### src/rtl/sclk_div_pkg.sv
package sclk_div_pkg;
  localparam int unsigned DIV_W_DEF   = 2;
  localparam int unsigned BRG_W_DEF   = 6;
  localparam int unsigned BRG_MIN_DEF = 4;

  typedef enum logic {
    PH_IDLE   = 1'b0,
    PH_ACTIVE = 1'b1
  } sclk_phase_e;
endpackage

### src/rtl/sclk_prescaler.sv
module sclk_prescaler #(
  parameter int unsigned DIV_W = 2
) (
  input  logic             clk_i,
  input  logic             rst_ni,
  input  logic             en_i,
  input  logic [DIV_W-1:0] div_i,
  output logic             tick_o
);
  localparam int unsigned PRE_W   = 2 ** DIV_W;
  localparam int unsigned MAX_DIV = PRE_W - 1;

  logic [PRE_W-1:0] pre_cnt_q;
  logic [PRE_W-1:0] lim_m1;
  logic [DIV_W-1:0] shr;

  // terminal count (2 << div) - 1 without overflowing PRE_W bits
  assign shr    = DIV_W'(MAX_DIV) - div_i;
  assign lim_m1 = {PRE_W{1'b1}} >> shr;
  assign tick_o = en_i && (pre_cnt_q >= lim_m1);

  always_ff @(posedge clk_i or negedge rst_ni) begin
    if (!rst_ni)     pre_cnt_q <= '0;
    else if (!en_i)  pre_cnt_q <= '0;
    else if (tick_o) pre_cnt_q <= '0;
    else             pre_cnt_q <= pre_cnt_q + 1'b1;
  end
endmodule

### src/rtl/sclk_half_counter.sv
module sclk_half_counter #(
  parameter int unsigned BRG_W = 6
) (
  input  logic             clk_i,
  input  logic             rst_ni,
  input  logic             en_i,
  input  logic             tick_i,
  input  logic [BRG_W-1:0] brg_eff_i,
  output logic             toggle_o
);
  logic [BRG_W-1:0] hcnt_q;

  // >= keeps a live shrink of brg from running the count past its limit
  assign toggle_o = tick_i && (hcnt_q >= brg_eff_i);

  always_ff @(posedge clk_i or negedge rst_ni) begin
    if (!rst_ni)       hcnt_q <= '0;
    else if (!en_i)    hcnt_q <= '0;
    else if (toggle_o) hcnt_q <= '0;
    else if (tick_i)   hcnt_q <= hcnt_q + 1'b1;
  end
endmodule

### src/rtl/sclk_edge_stage.sv
module sclk_edge_stage
  import sclk_div_pkg::*;
(
  input  logic clk_i,
  input  logic rst_ni,
  input  logic en_i,
  input  logic toggle_i,
  input  logic cpol_i,
  output logic sclk_o,
  output logic lead_o,
  output logic trail_o
);
  sclk_phase_e phase_q;
  logic        lead_q, trail_q;

  always_ff @(posedge clk_i or negedge rst_ni) begin
    if (!rst_ni) begin
      phase_q <= PH_IDLE;
      lead_q  <= 1'b0;
      trail_q <= 1'b0;
    end else if (!en_i) begin
      phase_q <= PH_IDLE;
      lead_q  <= 1'b0;
      trail_q <= 1'b0;
    end else begin
      lead_q  <= toggle_i && (phase_q == PH_IDLE);
      trail_q <= toggle_i && (phase_q == PH_ACTIVE);
      if (toggle_i)
        phase_q <= (phase_q == PH_IDLE) ? PH_ACTIVE : PH_IDLE;
    end
  end

  assign sclk_o  = (phase_q == PH_ACTIVE) ^ cpol_i;
  assign lead_o  = lead_q;
  assign trail_o = trail_q;
endmodule

### src/rtl/sclk_div_gen.sv
module sclk_div_gen
  import sclk_div_pkg::*;
#(
  parameter int unsigned DIV_W   = DIV_W_DEF,
  parameter int unsigned BRG_W   = BRG_W_DEF,
  parameter int unsigned BRG_MIN = BRG_MIN_DEF
) (
  input  logic             clk_i,
  input  logic             rst_ni,
  input  logic             en_i,
  input  logic [DIV_W-1:0] div_i,
  input  logic [BRG_W-1:0] brg_i,
  input  logic             cpol_i,
  output logic             sclk_o,
  output logic             lead_o,
  output logic             trail_o,
  output logic             brg_clamped_o
);
  localparam logic [BRG_W-1:0] BRG_FLOOR = BRG_W'(BRG_MIN);

  logic             tick;
  logic             toggle;
  logic [BRG_W-1:0] brg_eff;

  assign brg_clamped_o = (brg_i < BRG_FLOOR);
  assign brg_eff       = brg_clamped_o ? BRG_FLOOR : brg_i;

  sclk_prescaler #(.DIV_W(DIV_W)) u_pre (
    .clk_i  (clk_i),
    .rst_ni (rst_ni),
    .en_i   (en_i),
    .div_i  (div_i),
    .tick_o (tick)
  );

  sclk_half_counter #(.BRG_W(BRG_W)) u_half (
    .clk_i     (clk_i),
    .rst_ni    (rst_ni),
    .en_i      (en_i),
    .tick_i    (tick),
    .brg_eff_i (brg_eff),
    .toggle_o  (toggle)
  );

  sclk_edge_stage u_edge (
    .clk_i    (clk_i),
    .rst_ni   (rst_ni),
    .en_i     (en_i),
    .toggle_i (toggle),
    .cpol_i   (cpol_i),
    .sclk_o   (sclk_o),
    .lead_o   (lead_o),
    .trail_o  (trail_o)
  );
endmodule

### config.mk
export PLATFORM = sky130hd
export DESIGN_NAME = sclk_div_gen
export DESIGN_NICKNAME = d
export VERILOG_FILES = /design/src/rtl/sclk_div_pkg.sv /design/src/rtl/sclk_prescaler.sv /design/src/rtl/sclk_half_counter.sv /design/src/rtl/sclk_edge_stage.sv /design/src/rtl/sclk_div_gen.sv
export SDC_FILE = /design/constraint.sdc
export NUM_CORES = 1
export LEC_CHECK = 0
export ABC_AREA = 1
export BUFFER_PORTS_ARGS = -buffer_cell sky130_fd_sc_hd__buf_4
export CORE_ASPECT_RATIO = 1.2
export CORE_UTILIZATION = 57
export CTS_BUF_LIST = sky130_fd_sc_hd__clkbuf_8
export DETAILED_ROUTE_END_ITERATION = 16
export HOLD_SLACK_MARGIN = 0.1
export MAX_ROUTING_LAYER = met4
export PLACE_DENSITY = 0.9
export SLEW_MARGIN = 0
export SYNTH_ARGS = -nofsm -noshare
export SYNTH_HDL_FRONTEND = slang
export SYNTH_SLANG_ARGS = --single-unit
### constraint.sdc
create_clock -name clk_i -period 1.49 [get_ports clk_i]
set_input_delay 0.0745 -clock clk_i [delete_from_list [all_inputs] [get_ports clk_i]]
set_output_delay 0.0745 -clock clk_i [all_outputs]
set_load 0.01 [all_outputs]
Word-level counts from Yosys, hierarchy flattened --
Cells that the tools add are included.
Storage, ports and cells: register bits after elaboration 13, input port bits 12
Cells by class: add/subtract/negate cells 3, order comparisons 3, equality and inequality tests 2, shift operators 1, muxes and demuxes 11, bitwise logic cells 2, reduce and logical (&&, ||, !) cells 4
Operators by type and width (count):
- 6-bit 2-to-1 mux | 4
- 4-bit 2-to-1 mux | 2
- 6-bit by 1-bit adder with 6-bit output (second input constant) | 1
- 6-bit greater-or-equal comparator | 1
- 6-bit by 3-bit less-than comparator with 1-bit output (second input constant) | 1
- 1-bit 2-to-1 mux | 5
- 4-bit by 1-bit adder with 4-bit output (second input constant) | 1
- 4-bit greater-or-equal comparator | 1
- 1-bit logical AND | 4
- 4-bit by 2-bit right shift with 4-bit output (first input constant) | 1
- 3-bit by 1-bit inequality test with 1-bit output (second input constant) | 1
- 2-bit by 1-bit inequality test with 1-bit output (second input constant) | 1
- 2-bit subtractor (first input constant) | 1
- 1-bit inverter | 1
- 1-bit bitwise XOR | 1

Longest topological paths before layout --
Gate-level depths: netlist of the first run.
depth after elaboration 7, mapped depth 12, gate-level depth less buffers 12

Cells and area by module --
A second synthesis of the first run with hierarchy kept.
Second synthesis, totals: cell total of the unflattened synthesis 129, area total of the unflattened synthesis 943.4 um^2
By module, submodules not included:
- sclk_half_counter | instances 1, cells each 70, area an instance 489.2 um^2
- sclk_prescaler | instances 1, cells each 31, area an instance 270.3 um^2
- sclk_edge_stage | instances 1, cells each 15, area an instance 127.6 um^2
- sclk_div_gen | instances 1, cells each 13, area an instance 56.3 um^2

Worst setup path after synthesis of the first run --
No wires, ideal clock.
kind input to register, start input port brg_i[5], end register u_half.hcnt_q[0], library setup time 0.083 ns, arrival 1.423 ns, setup slack -0.016 ns, stages on the path 12, cell sequence nor4_2 nor2_1 ha_1 inv_1 nand2_1 nand2_1 nand2_1 nand2_1 nand2_1 nor2_1 nand2_1 o21ai_0
Between the ends: word-level cells in the longest chain between the ends 6
Ends and longest elaborated chain:
- start, declared | line sclk_div_gen.sv:12 | input logic [BRG_W-1:0] brg_i,
- 6-bit by 3-bit less-than comparator with 1-bit output | line sclk_div_gen.sv:25 | assign brg_clamped_o = (brg_i < BRG_FLOOR);
- 6-bit 2-to-1 mux * | line sclk_div_gen.sv:26 | assign brg_eff = brg_clamped_o ? BRG_FLOOR : brg_i;
- 6-bit greater-or-equal comparator * | line sclk_half_counter.sv:14 | assign toggle_o = tick_i && (hcnt_q >= brg_eff_i);
- 1-bit logical AND * | line sclk_half_counter.sv:14
- 6-bit 2-to-1 mux | line sclk_half_counter.sv:19 | else if (toggle_o) hcnt_q <= '0;
- 6-bit 2-to-1 mux | line sclk_half_counter.sv:18 | else if (!en_i) hcnt_q <= '0;
- end signal, assigned | line sclk_half_counter.sv:20 | else if (tick_i) hcnt_q <= hcnt_q + 1'b1;
- end, declared | line sclk_half_counter.sv:11 | logic [BRG_W-1:0] hcnt_q;
Mark *: on every way between the ends. The rest lies on a longest branch, timed or not. A chain may end at the register's enable or synchronous reset.

Worst setup path in the final report of the first run --
start register u_pre.pre_cnt_q[1], end register u_half.hcnt_q[5]
Between the ends: word-level cells in the longest chain between the ends 5
Ends and longest elaborated chain:
- start, declared | line sclk_prescaler.sv:13 | logic [PRE_W-1:0] pre_cnt_q;
- start signal, assigned | line sclk_prescaler.sv:26 | else pre_cnt_q <= pre_cnt_q + 1'b1;
- 4-bit greater-or-equal comparator * | line sclk_prescaler.sv:20 | assign tick_o = en_i && (pre_cnt_q >= lim_m1);
- 1-bit logical AND * | line sclk_prescaler.sv:20
- 1-bit logical AND | line sclk_half_counter.sv:14
- 6-bit 2-to-1 mux | line sclk_half_counter.sv:19
- 6-bit 2-to-1 mux | line sclk_half_counter.sv:18
Marks and branches as above.

==> key figures, run 1 <==
GRT
  • Antenna violations before repair: 0
  • Global-route usage over all layers: 31.87%
  • Largest net degree at the start of global routing: 14
  • First-pass GRT wire length: 3.512 mm
  • GRT Residual Overflow: 0
  • Number of global-route vias before repair: 886

Power
  • Leakage: 0.7532 nW
  • Power share of the combinational group: 24.9%
  • Cell area power density: 724.8 mW/mm^2
  • Maximum vdd drop: 0.0004642 V
  • Clock power frac: 33.6%
  • Switch share: 29.94%
  • Sw Pwr: 0.0002788 W
  • Internal power: 0.0006525 W
  • Total power: 0.0009313 W
  • Flop pwr share: 41.5%

STA
  • Setup TNS after final layout: -2.426 ps
  • Slew Viols, Final: 0
  • Tcrit/Tclk final: 100.2%
  • Post-route clock skew: 4.062 ps
  • Fmax: 670.1 MHz
  • Fin worst setup slack: -2.426 ps
  • Max-slew headroom: 80.96%
  • Final setup vio count: 1
  • Hold Violations, Final: 0
  • Worst hold slack: 163.0 ps
  • Period minus WS final: 1492 ps
  • Worst-Margin Slew: 283.5 ps

Cells and area
  • Final Cell Area: 0.001285 mm^2
  • # nets final: 177
  • N_diodes: 0
  • Area growth from synthesis to layout: 41.65%
  • Share of cells above drive strength 1: 34.64%
  • Most common library cell in the layout ignoring fill and taps: nand2_1
  • Final core utilization: 87.78%
  • Commonest non-fill, non-tap cells in the layout: 32 x nand2_1, 25 x buf_4, 22 x inv_1, 13 x dfrtp_1, 10 x nor2_1

Die
  • Core area: 0.001464 mm^2
  • Die span in y: 45.70 um
  • Ports: 16
  • Die X: 38.42 um
  • Area of the die: 0.001756 mm^2
  • FP Rows: 15
  • Starting Density: 61.97%

Placement
  • HPWL Detailed: 1.559 mm
  • Routability cong.: 0.9183
  • DP Area: 0.001072 mm^2
  • # port buffers: 15

Setup path
  • Crit path required time: 1660 ps
  • Reg2reg start: u_pre.pre_cnt_q[1]
  • CP Max Fanout: 3
  • FF-to-FF End: u_half.hcnt_q[5]
  • Critical path data arrival time: 1660 ps
  • FF-to-FF path depth: 10
  • R2r setup slk: -2 ps
  • Worst setup EP type: flop
  • Startpoint Class: flop
  • Crit Path Category: reg2reg

Hold path
  • Hold depth: 3
  • Worst hold start: en_i
  • Min-Delay Path Class: in2reg
  • Hold endpoint: u_edge.phase_q

Clocking
  • Root buf cell: clkbuf_8
  • Clk sink count: 13
  • CTS tree: done
  • Later-pin clock latency in the skew report: 250 ps
  • Num CTS Buffers: 3
  • CTS clk-pin slew, worst paths: 50 ps
  • H-Tree Depth: 1
  • Longest Clk Path Bufs: 2

Logic synthesis
  • Register area share after synthesis: 35.86%
  • Yosys cell types: 16
  • Syn_nets: 145
  • Post-Synthesis Cell Area: 907.1 um^2
  • Syn Area/Cell: 7.435 um^2
  • Syn Inst Count: 122
  • Synth warnings: 0
  • Seq cells post-synth: 13

Drt
  • Total Wirelength: 2.724 mm
  • # DRC: 0
  • Drt first pass iters: 4
  • Avg WL per Cell: 16.02 um
  • Routed vias/inst: 5.576
  • ANT nets after route: 0
  • Starting DRT DRC Count: 28
  • Vias post-DR: 948

Status
  • Status: complete, but fails checks
  • Violated checks: setup timing

Run
  • Max Cap Viol: 0
==> final cells by class <==
type                    count  area, um^2
clock buffers               3       41.29
clock inverters             1       3.754
fillers                    86       178.9
inverters                  25       93.84
multi-input cells          85       601.8
flip-flops and latches     13       325.3
well taps                  17       21.27
repair buffers             26       197.7
==> power by group through the flow <==
stage,clock network [W],logic [W],registers [W]
3_3_place_gp,0,0.000136,0.000390
5_1_grt,0.000335,0.000256,0.000386
2_1_floorplan,0,0.0000847,0.000387
4_1_cts,0.000307,0.000161,0.000385
6_report,0.000313,0.000232,0.000386
3_5_place_dp,0,0.000146,0.000391
==> registers in the layout, indices dropped and copies added (netlist names) <==
register and flops:
u_edge.lead_o 1, u_half.hcnt_q 6, u_edge.phase_q 1, u_pre.pre_cnt_q 4, u_edge.trail_o 1
==> synthesized netlist by cell type <==
cell type	number	area share [%]
a21oi_1	2	1.1
ha_1	11	15
a21oi_2	1	0.97
xnor2_1	1	0.97
nand4_1	3	2.1
nand3_1	6	3.3
nor4_2	1	1.4
o21ai_0	1	0.55
nand2_1	38	16
nor3_2	1	1.1
inv_1	25	10
xor2_1	3	2.9
nand2_2	2	1.4
nor2_1	12	5.0
nand3_2	2	2.2
dfrtp_1	13	36
==> critical path, stage by stage, from the launching register on <==
cell and delay (ps):
dfrtp_1 410, ha_1 290, nand2_1 90, nand2_2 70
nand2_4 100, nand2_4 70, nand2_4 80, inv_2 50
nand2_2 80, nand2_1 70, nor2_1 120
==> layer usage <==
metal,GRT usage [%],part of all wire [%]
met2,56.27,55
met5,-,0
met3,3.922,3.1
met1,26.90,37
met4,32.41,4.8
==> metrics by stage <==
stage | std cells | worst slack [ps]
floorplan | 122 | 96.71
global placement | 157 | -66.28
detailed placement | 157 | -109.2
CTS | 162 | 32.85
global route | 170 | -39.72
finish | 170 | -2.426
==> logic make-up after synthesis <==
| kind of cell | count (synthesis) | synth area share [%] |
|---|---|---|
| compound gates | 4 | 2.620 |
| simple gates | 65 | 32.14 |
| buf+inv | 25 | 10.34 |
| xor+xnor | 4 | 3.863 |
| fa+ha+maj | 11 | 15.17 |
| flops | 13 | 35.86 |
==> how the worst max path moves through the flow <==
stage	cells after the start	to	start	slack [ps]
2_1_floorplan	12	u_half.hcnt_q[0]	brg_i[5]	100
6_report	10	u_half.hcnt_q[5]	u_pre.pre_cnt_q[1]	-2
5_1_grt	10	u_half.hcnt_q[5]	u_pre.pre_cnt_q[1]	-40
3_3_place_gp	13	u_half.hcnt_q[0]	brg_i[5]	-70
4_1_cts	11	u_half.hcnt_q[0]	u_half.hcnt_q[0]	30
3_5_place_dp	13	u_half.hcnt_q[0]	brg_i[5]	-110
==> what timing repair did <==
item	in CTS	in global routing
pin swaps	1	6
hold buffers	1	0
setup buffers	0	7
gates resized for setup	5	18
setup endpoints to repair	5	9
gates cloned	0	1
hold endpoints to repair	13	0
No activity file was read; power rests on OpenSTA's default activity.
==> run 2, diff against run 1 <==
--- a/config.mk
+++ b/config.mk
@@ -13,7 +13,7 @@
 export DETAILED_ROUTE_END_ITERATION = 16
 export HOLD_SLACK_MARGIN = 0.1
 export MAX_ROUTING_LAYER = met4
-export PLACE_DENSITY = 0.9
+export PLACE_DENSITY = 0.81
 export SLEW_MARGIN = 0
 export SYNTH_ARGS = -nofsm -noshare
 export SYNTH_HDL_FRONTEND = slang
==> key figures, run 2 (same netlist as run 1, synthesis figures left out) <==
Status
  • Status: finished, final reports clean

Setup path
  • CP top delay family: simple AND/OR/NAND/NOR gates
  • Slowest-stage cell, CP: dfrtp_1
  • Crit path buffers/inverters: 2
  • Critical path's largest stage delay: 410 ps
  • Most used cell, CP: nand2_2
  • Startpoint Class: flop
  • Worst setup EP type: flop
  • CP Max Fanout: 3
  • Worst path cell trace: ha_4 -> nand2_1 -> inv_1 -> nand2_2 -> nand2_2 -> nand2_2 -> inv_2 -> nand2_2 -> nand3_2 -> nand2_1
  • Crit Path Category: reg2reg
  • Crit path required time: 1620 ps
  • Critical path data arrival time: 1600 ps

STA
  • Fin worst setup slack: 26.17 ps
  • Tcrit/Tclk final: 98.24%
  • Period minus WS final: 1464 ps
  • RSZ-0062 raised after global routing: true
  • Worst-Margin Slew: 298.4 ps
  • Slew Viols, Final: 0
  • Post-route clock skew: 1.173 ps
  • Fmax: 683.1 MHz
  • Max-slew headroom: 79.96%
  • Final setup vio count: 0
  • Hold Violations, Final: 0

Die
  • Die X: 38.42 um
  • Ports: 16
  • Area of the die: 0.001756 mm^2
  • FP Rows: 15
  • Die span in y: 45.70 um
  • Core area: 0.001464 mm^2
  • Starting Density: 61.97%

Cells and area
  • Max reg flops: 6
  • Final Cell Area: 0.001256 mm^2
  • Fin cells: 169
  • N_diodes: 0
  • Top reg by flops: u_half.hcnt_q
  • Share of cells above drive strength 1: 32.89%
  • # nets final: 176
  • Commonest non-fill, non-tap cells in the layout: 32 x nand2_1, 25 x buf_4, 23 x inv_1, 13 x dfrtp_1, 11 x nor2_1
  • Fillers: 91
  • Area growth from synthesis to layout: 38.48%
  • Largest registers: u_half.hcnt_q x6, u_pre.pre_cnt_q x4
  • Most common library cell in the layout ignoring fill and taps: nand2_1

Drt
  • Total Wirelength: 2.041 mm
  • Drt first pass iters: 4
  • Routed vias/inst: 5.059
  • Starting DRT DRC Count: 36
  • ANT nets after route: 0
  • # DRC: 0
  • Vias post-DR: 855
  • Avg WL per Cell: 12.08 um

Power
  • Total power: 0.0008863 W
  • Maximum vdd drop: 0.0005768 V
  • Cell area power density: 705.5 mW/mm^2
  • Leakage: 0.7278 nW

Placement
  • Cells after DPL: 159
  • HPWL Detailed: 1.470 mm
  • DP Area: 0.001087 mm^2
  • Setup WS pre-CTS: -93.48 ps
  • Routability cong.: 0.9593
  • # port buffers: 15

Run
  • Max Cap Viol: 0

Clocking
  • Later-pin clock latency in the skew report: 240 ps
  • CTS clk-pin slew, worst paths: 50 ps
  • Clk sink count: 13
  • CTS tree: done
  • Num CTS Buffers: 3
  • H-Tree Depth: 1
  • Root buf cell: clkbuf_8
  • Longest Clk Path Bufs: 2

GRT
  • First-pass GRT wire length: 3.042 mm
  • Antenna violations before repair: 0
  • Largest net degree at the start of global routing: 14
  • Number of global-route vias before repair: 787
  • Global-route usage over all layers: 26.40%
  • GRT Residual Overflow: 0

Hold path
  • Min-Delay Path Class: in2reg
-- run 2: changes by cell type in the layout (fill, tap and decap cells not counted) --
cell	before	now
nand3_1	6	5
inv_2	4	3
nor2_4	0	1
a21oi_1	0	1
nand2_2	5	8
nand2_4	3	0
a21oi_4	1	0
inv_1	22	23
nor2_1	10	11
nor2_2	2	0
-- run 2: timing repair --
action                                  4_1_cts  5_1_grt
pin swaps                                     1        7
endpoints found under the setup margin        5        9
endpoints found under the hold margin        13        0
resized for setup                             2       16
hold buffers                                  1        0
buffers inserted                              0        5
-- run 2: worst reg2reg max path: stages, from the launching register on --
cell and delay (ps):
dfrtp_1 410, ha_4 280, nand2_1 50, inv_1 70, nand2_2 80, nand2_2 100, nand2_2 90, inv_2 70
nand2_2 80, nand3_2 70, nand2_1 50
-- run 2: power breakdown --
| part | switching, W | internal [W] | leakage [nW] | total (W) |
|---|---|---|---|---|
| sequential | 0.0000135 | 0.000369 | 0.179 | 0.000382 |
| clock | 0.000125 | 0.000182 | 0.0269 | 0.000307 |
| combinational | 0.000106 | 0.0000910 | 0.522 | 0.000197 |
| total | 0.000244 | 0.000642 | 0.728 | 0.000886 |
-- run 2: area by class of cell --
| type | instances | area (um^2) | share of cell area [%] |
|---|---|---|---|
| clock buffer | 3 | 41.29 | 3.287 |
| multi-input combinational | 84 | 573.1 | 45.62 |
| sequential | 13 | 325.3 | 25.90 |
| clock inverter | 1 | 3.754 | 0.2988 |
| timing repair buffer | 26 | 197.7 | 15.74 |
| inverter | 25 | 93.84 | 7.470 |
| tap | 17 | 21.27 | 1.693 |
-- run 2: through the flow --
stage / utilization [%] / hold slack [ps] / TNS (ps)
after CTS: 79.40 / 126.6 / 0
after global placement: 74.27 / -77.27 / -361.6
after floorplan: - / -221.1 / 0
after detailed placement: 74.27 / -74.76 / -518.0
after global routing: 85.81 / 137.0 / -91.38
final: 85.81 / 130.6 / 0
-- run 2: worst paths after layout --
| check | slack (ps) | startpoint | end | depth (start not counted) |
|---|---|---|---|---|
| min in group asynchronous | 210 | rst_ni | u_half.hcnt_q[0] | 2 |
| setup reg to reg | 30 | u_pre.pre_cnt_q[3] | u_edge.phase_q | 10 |
| hold / removal | 130 | en_i | u_half.hcnt_q[5] | 3 |
| setup / recovery | 30 | u_pre.pre_cnt_q[3] | u_edge.phase_q | 10 |
| hold reg to reg | 490 | u_pre.pre_cnt_q[0] | u_pre.pre_cnt_q[0] | 1 |
| max in group asynchronous | 1120 | rst_ni | u_edge.lead_o | 2 |
-- run 2: routing by layer --
layer | track usage, % | part of all wire, %
met1 | 27.99 | 40
met2 | 44.41 | 54
met3 | 4.902 | 2.8
met4 | 16.55 | 3.6
met5 | - | 0
==> run 3, diff against run 2 <==
--- a/config.mk
+++ b/config.mk
@@ -13,7 +13,7 @@
 export DETAILED_ROUTE_END_ITERATION = 16
 export HOLD_SLACK_MARGIN = 0.1
 export MAX_ROUTING_LAYER = met4
-export PLACE_DENSITY = 0.81
+export PLACE_DENSITY = 0.91
 export SLEW_MARGIN = 0
 export SYNTH_ARGS = -nofsm -noshare
 export SYNTH_HDL_FRONTEND = slang
==> key figures, run 3 (same netlist as run 1, synthesis figures left out) <==
Status
  • Status: complete, but fails checks
  • Violated checks: setup timing

Power
  • Cell area power density: 711.9 mW/mm^2
  • Flop pwr share: 42.3%
  • Leakage: 0.7474 nW
  • Internal power: 0.0006421 W
  • Power share of the combinational group: 22.4%
  • Clock power frac: 35.4%
  • Sw Pwr: 0.0002673 W
  • Maximum vdd drop: 0.0006191 V
  • Switch share: 29.40%

Cells and area
  • Most common library cell in the layout ignoring fill and taps: nand2_1
  • Commonest non-fill, non-tap cells in the layout: 30 x nand2_1, 25 x buf_4, 24 x inv_1, 13 x dfrtp_1, 10 x nor2_1
  • Seq. cell area: 325.3 um^2
  • Share of cells above drive strength 1: 34.87%
  • Final Cell Area: 0.001277 mm^2
  • Final core utilization: 87.27%
  • N_diodes: 0
  • Multi-input gate area: 594.3 um^2
  • Top reg by flops: u_half.hcnt_q
  • Area growth from synthesis to layout: 40.83%
  • # nets final: 176
  • Largest registers: u_half.hcnt_q x6, u_pre.pre_cnt_q x4
  • Fillers: 78
  • Max reg flops: 6

STA
  • Max-slew headroom: 79.90%
  • Fin worst setup slack: -66.93 ps
  • Period minus WS final: 1557 ps
  • Hold Violations, Final: 0
  • RSZ-0062 raised after global routing: true
  • Post-route clock skew: 0.8546 ps
  • Tcrit/Tclk final: 104.5%
  • Fmax: 642.3 MHz
  • Worst-Margin Slew: 299.2 ps
  • Final setup vio count: 3
  • Setup TNS after final layout: -151.9 ps
  • Slew Viols, Final: 0
  • Worst hold slack: 123.0 ps

Die
  • Die X: 38.42 um
  • Ports: 16
  • FP Rows: 15
  • Area of the die: 0.001756 mm^2
  • Starting Density: 61.97%
  • Core area: 0.001464 mm^2
  • Die span in y: 45.70 um

GRT
  • Largest net degree at the start of global routing: 14
  • Antenna violations before repair: 0
  • First-pass GRT wire length: 3.422 mm
  • GRT Residual Overflow: 0
  • Number of global-route vias before repair: 855
  • Global-route usage over all layers: 29.97%

Setup path
  • Slowest-stage cell, CP: dfrtp_1
  • Most used cell, CP: nand2_2
  • Worst setup EP type: flop
  • Critical path's largest stage delay: 410 ps
  • CP Max Fanout: 3
  • Startpoint Class: flop
  • Worst path cell trace: ha_4 -> a21oi_2 -> nand2_2 -> nand2_2 -> inv_2 -> nand2_4 -> nand2_2 -> nor2_1
  • Critical path data arrival time: 1740 ps
  • Crit path required time: 1670 ps
  • Crit Path Category: reg2reg

Drt
  • Avg WL per Cell: 15.21 um
  • Drt first pass iters: 4
  • # DRC: 0
  • ANT nets after route: 0
  • DR WL met3: 134 um
  • Total Wirelength: 2.571 mm
  • Vias post-DR: 915
  • Starting DRT DRC Count: 32
  • Max Used Layer: met4
  • Met2 routed WL: 1.445 mm
  • Routed vias/inst: 5.414
  • Wl on met1: 888 um

Run
  • Max Cap Viol: 0

Placement
  • DP Area: 0.001072 mm^2
  • HPWL Detailed: 1.499 mm
  • Routability cong.: 0.9252
  • # port buffers: 15

Clocking
  • Clk sink count: 13
  • Root buf cell: clkbuf_8
  • CTS tree: done
  • Num CTS Buffers: 3
  • H-Tree Depth: 1
  • Longest Clk Path Bufs: 2
  • Later-pin clock latency in the skew report: 250 ps
  • CTS clk-pin slew, worst paths: 60 ps

Hold path
  • Min-Delay Path Class: in2reg
[run 3: cell counts in the layout (fill, tap and decap cells not counted)]
Identical to the previous run, type by type.
[run 3: routing by layer]
| metal | vias to the layer above | global-route usage [%] |
|---|---|---|
| li1 | 436 | - |
| met1 | 424 | 28.08 |
| met2 | 44 | 56.61 |
| met3 | 11 | 3.922 |
| met4 | 0 | 16.55 |
| met5 | - | - |
[run 3: metrics by stage]
| step | cells | worst slack [ps] | total power [W] |
|---|---|---|---|
| 2_1_floorplan | 122 | 96.71 | 0.0004714 |
| 3_3_place_gp | 157 | -73.13 | 0.0005270 |
| 3_5_place_dp | 157 | -149.2 | 0.0005363 |
| 4_1_cts | 164 | 13.58 | 0.0008482 |
| 5_1_grt | 169 | -97.45 | 0.0009531 |
| 6_report | 169 | -66.93 | 0.0009094 |
[run 3: worst max-delay path: cells and delay by family, from the launching register on]
kind,cells,cell delay (ps)
and+or+nand+nor,5,510
DFF,1,410
adders and majority gates,1,260
AOI/OAI and AO/OA,1,230
buffers and inverters,1,80
[run 3: cell type report]
type,instances,share of cell area [%]
Tap cell,17,1.665
Inverter,25,7.346
Clock buffer,3,3.232
Multi-Input combinational cell,84,46.52
Sequential cell,13,25.47
Timing Repair Buffer,26,15.47
Clock inverter,1,0.2938
[run 3: power by group through the flow]
stage | logic [W] | registers [W] | clock network, W
5_1_grt | 0.000225 | 0.000385 | 0.000343
2_1_floorplan | 0.0000847 | 0.000387 | 0
3_3_place_gp | 0.000136 | 0.000391 | 0
6_report | 0.000203 | 0.000384 | 0.000322
3_5_place_dp | 0.000145 | 0.000391 | 0
4_1_cts | 0.000163 | 0.000384 | 0.000301
[run 3: what timing repair did]
item                       4_1_cts  5_1_grt
hold buffers                     1        0
pin swaps                        1       12
setup endpoints to repair        6        9
setup buffers                    2        5
gates resized for setup          2       21
hold endpoints to repair        13        0
[run 3: final timing paths]
kind / start / endpoint / slack, ps / depth (start not counted)
min in group asynchronous: rst_ni / u_edge.phase_q / 240 / 2
worst max-delay path: u_pre.pre_cnt_q[3] / u_half.hcnt_q[3] / -70 / 8
worst min register to register: u_pre.pre_cnt_q[0] / u_pre.pre_cnt_q[0] / 540 / 1
worst min-delay path: en_i / u_half.hcnt_q[5] / 120 / 3
max in group asynchronous: rst_ni / u_pre.pre_cnt_q[2] / 1100 / 2
worst max register to register: u_pre.pre_cnt_q[3] / u_half.hcnt_q[3] / -70 / 8
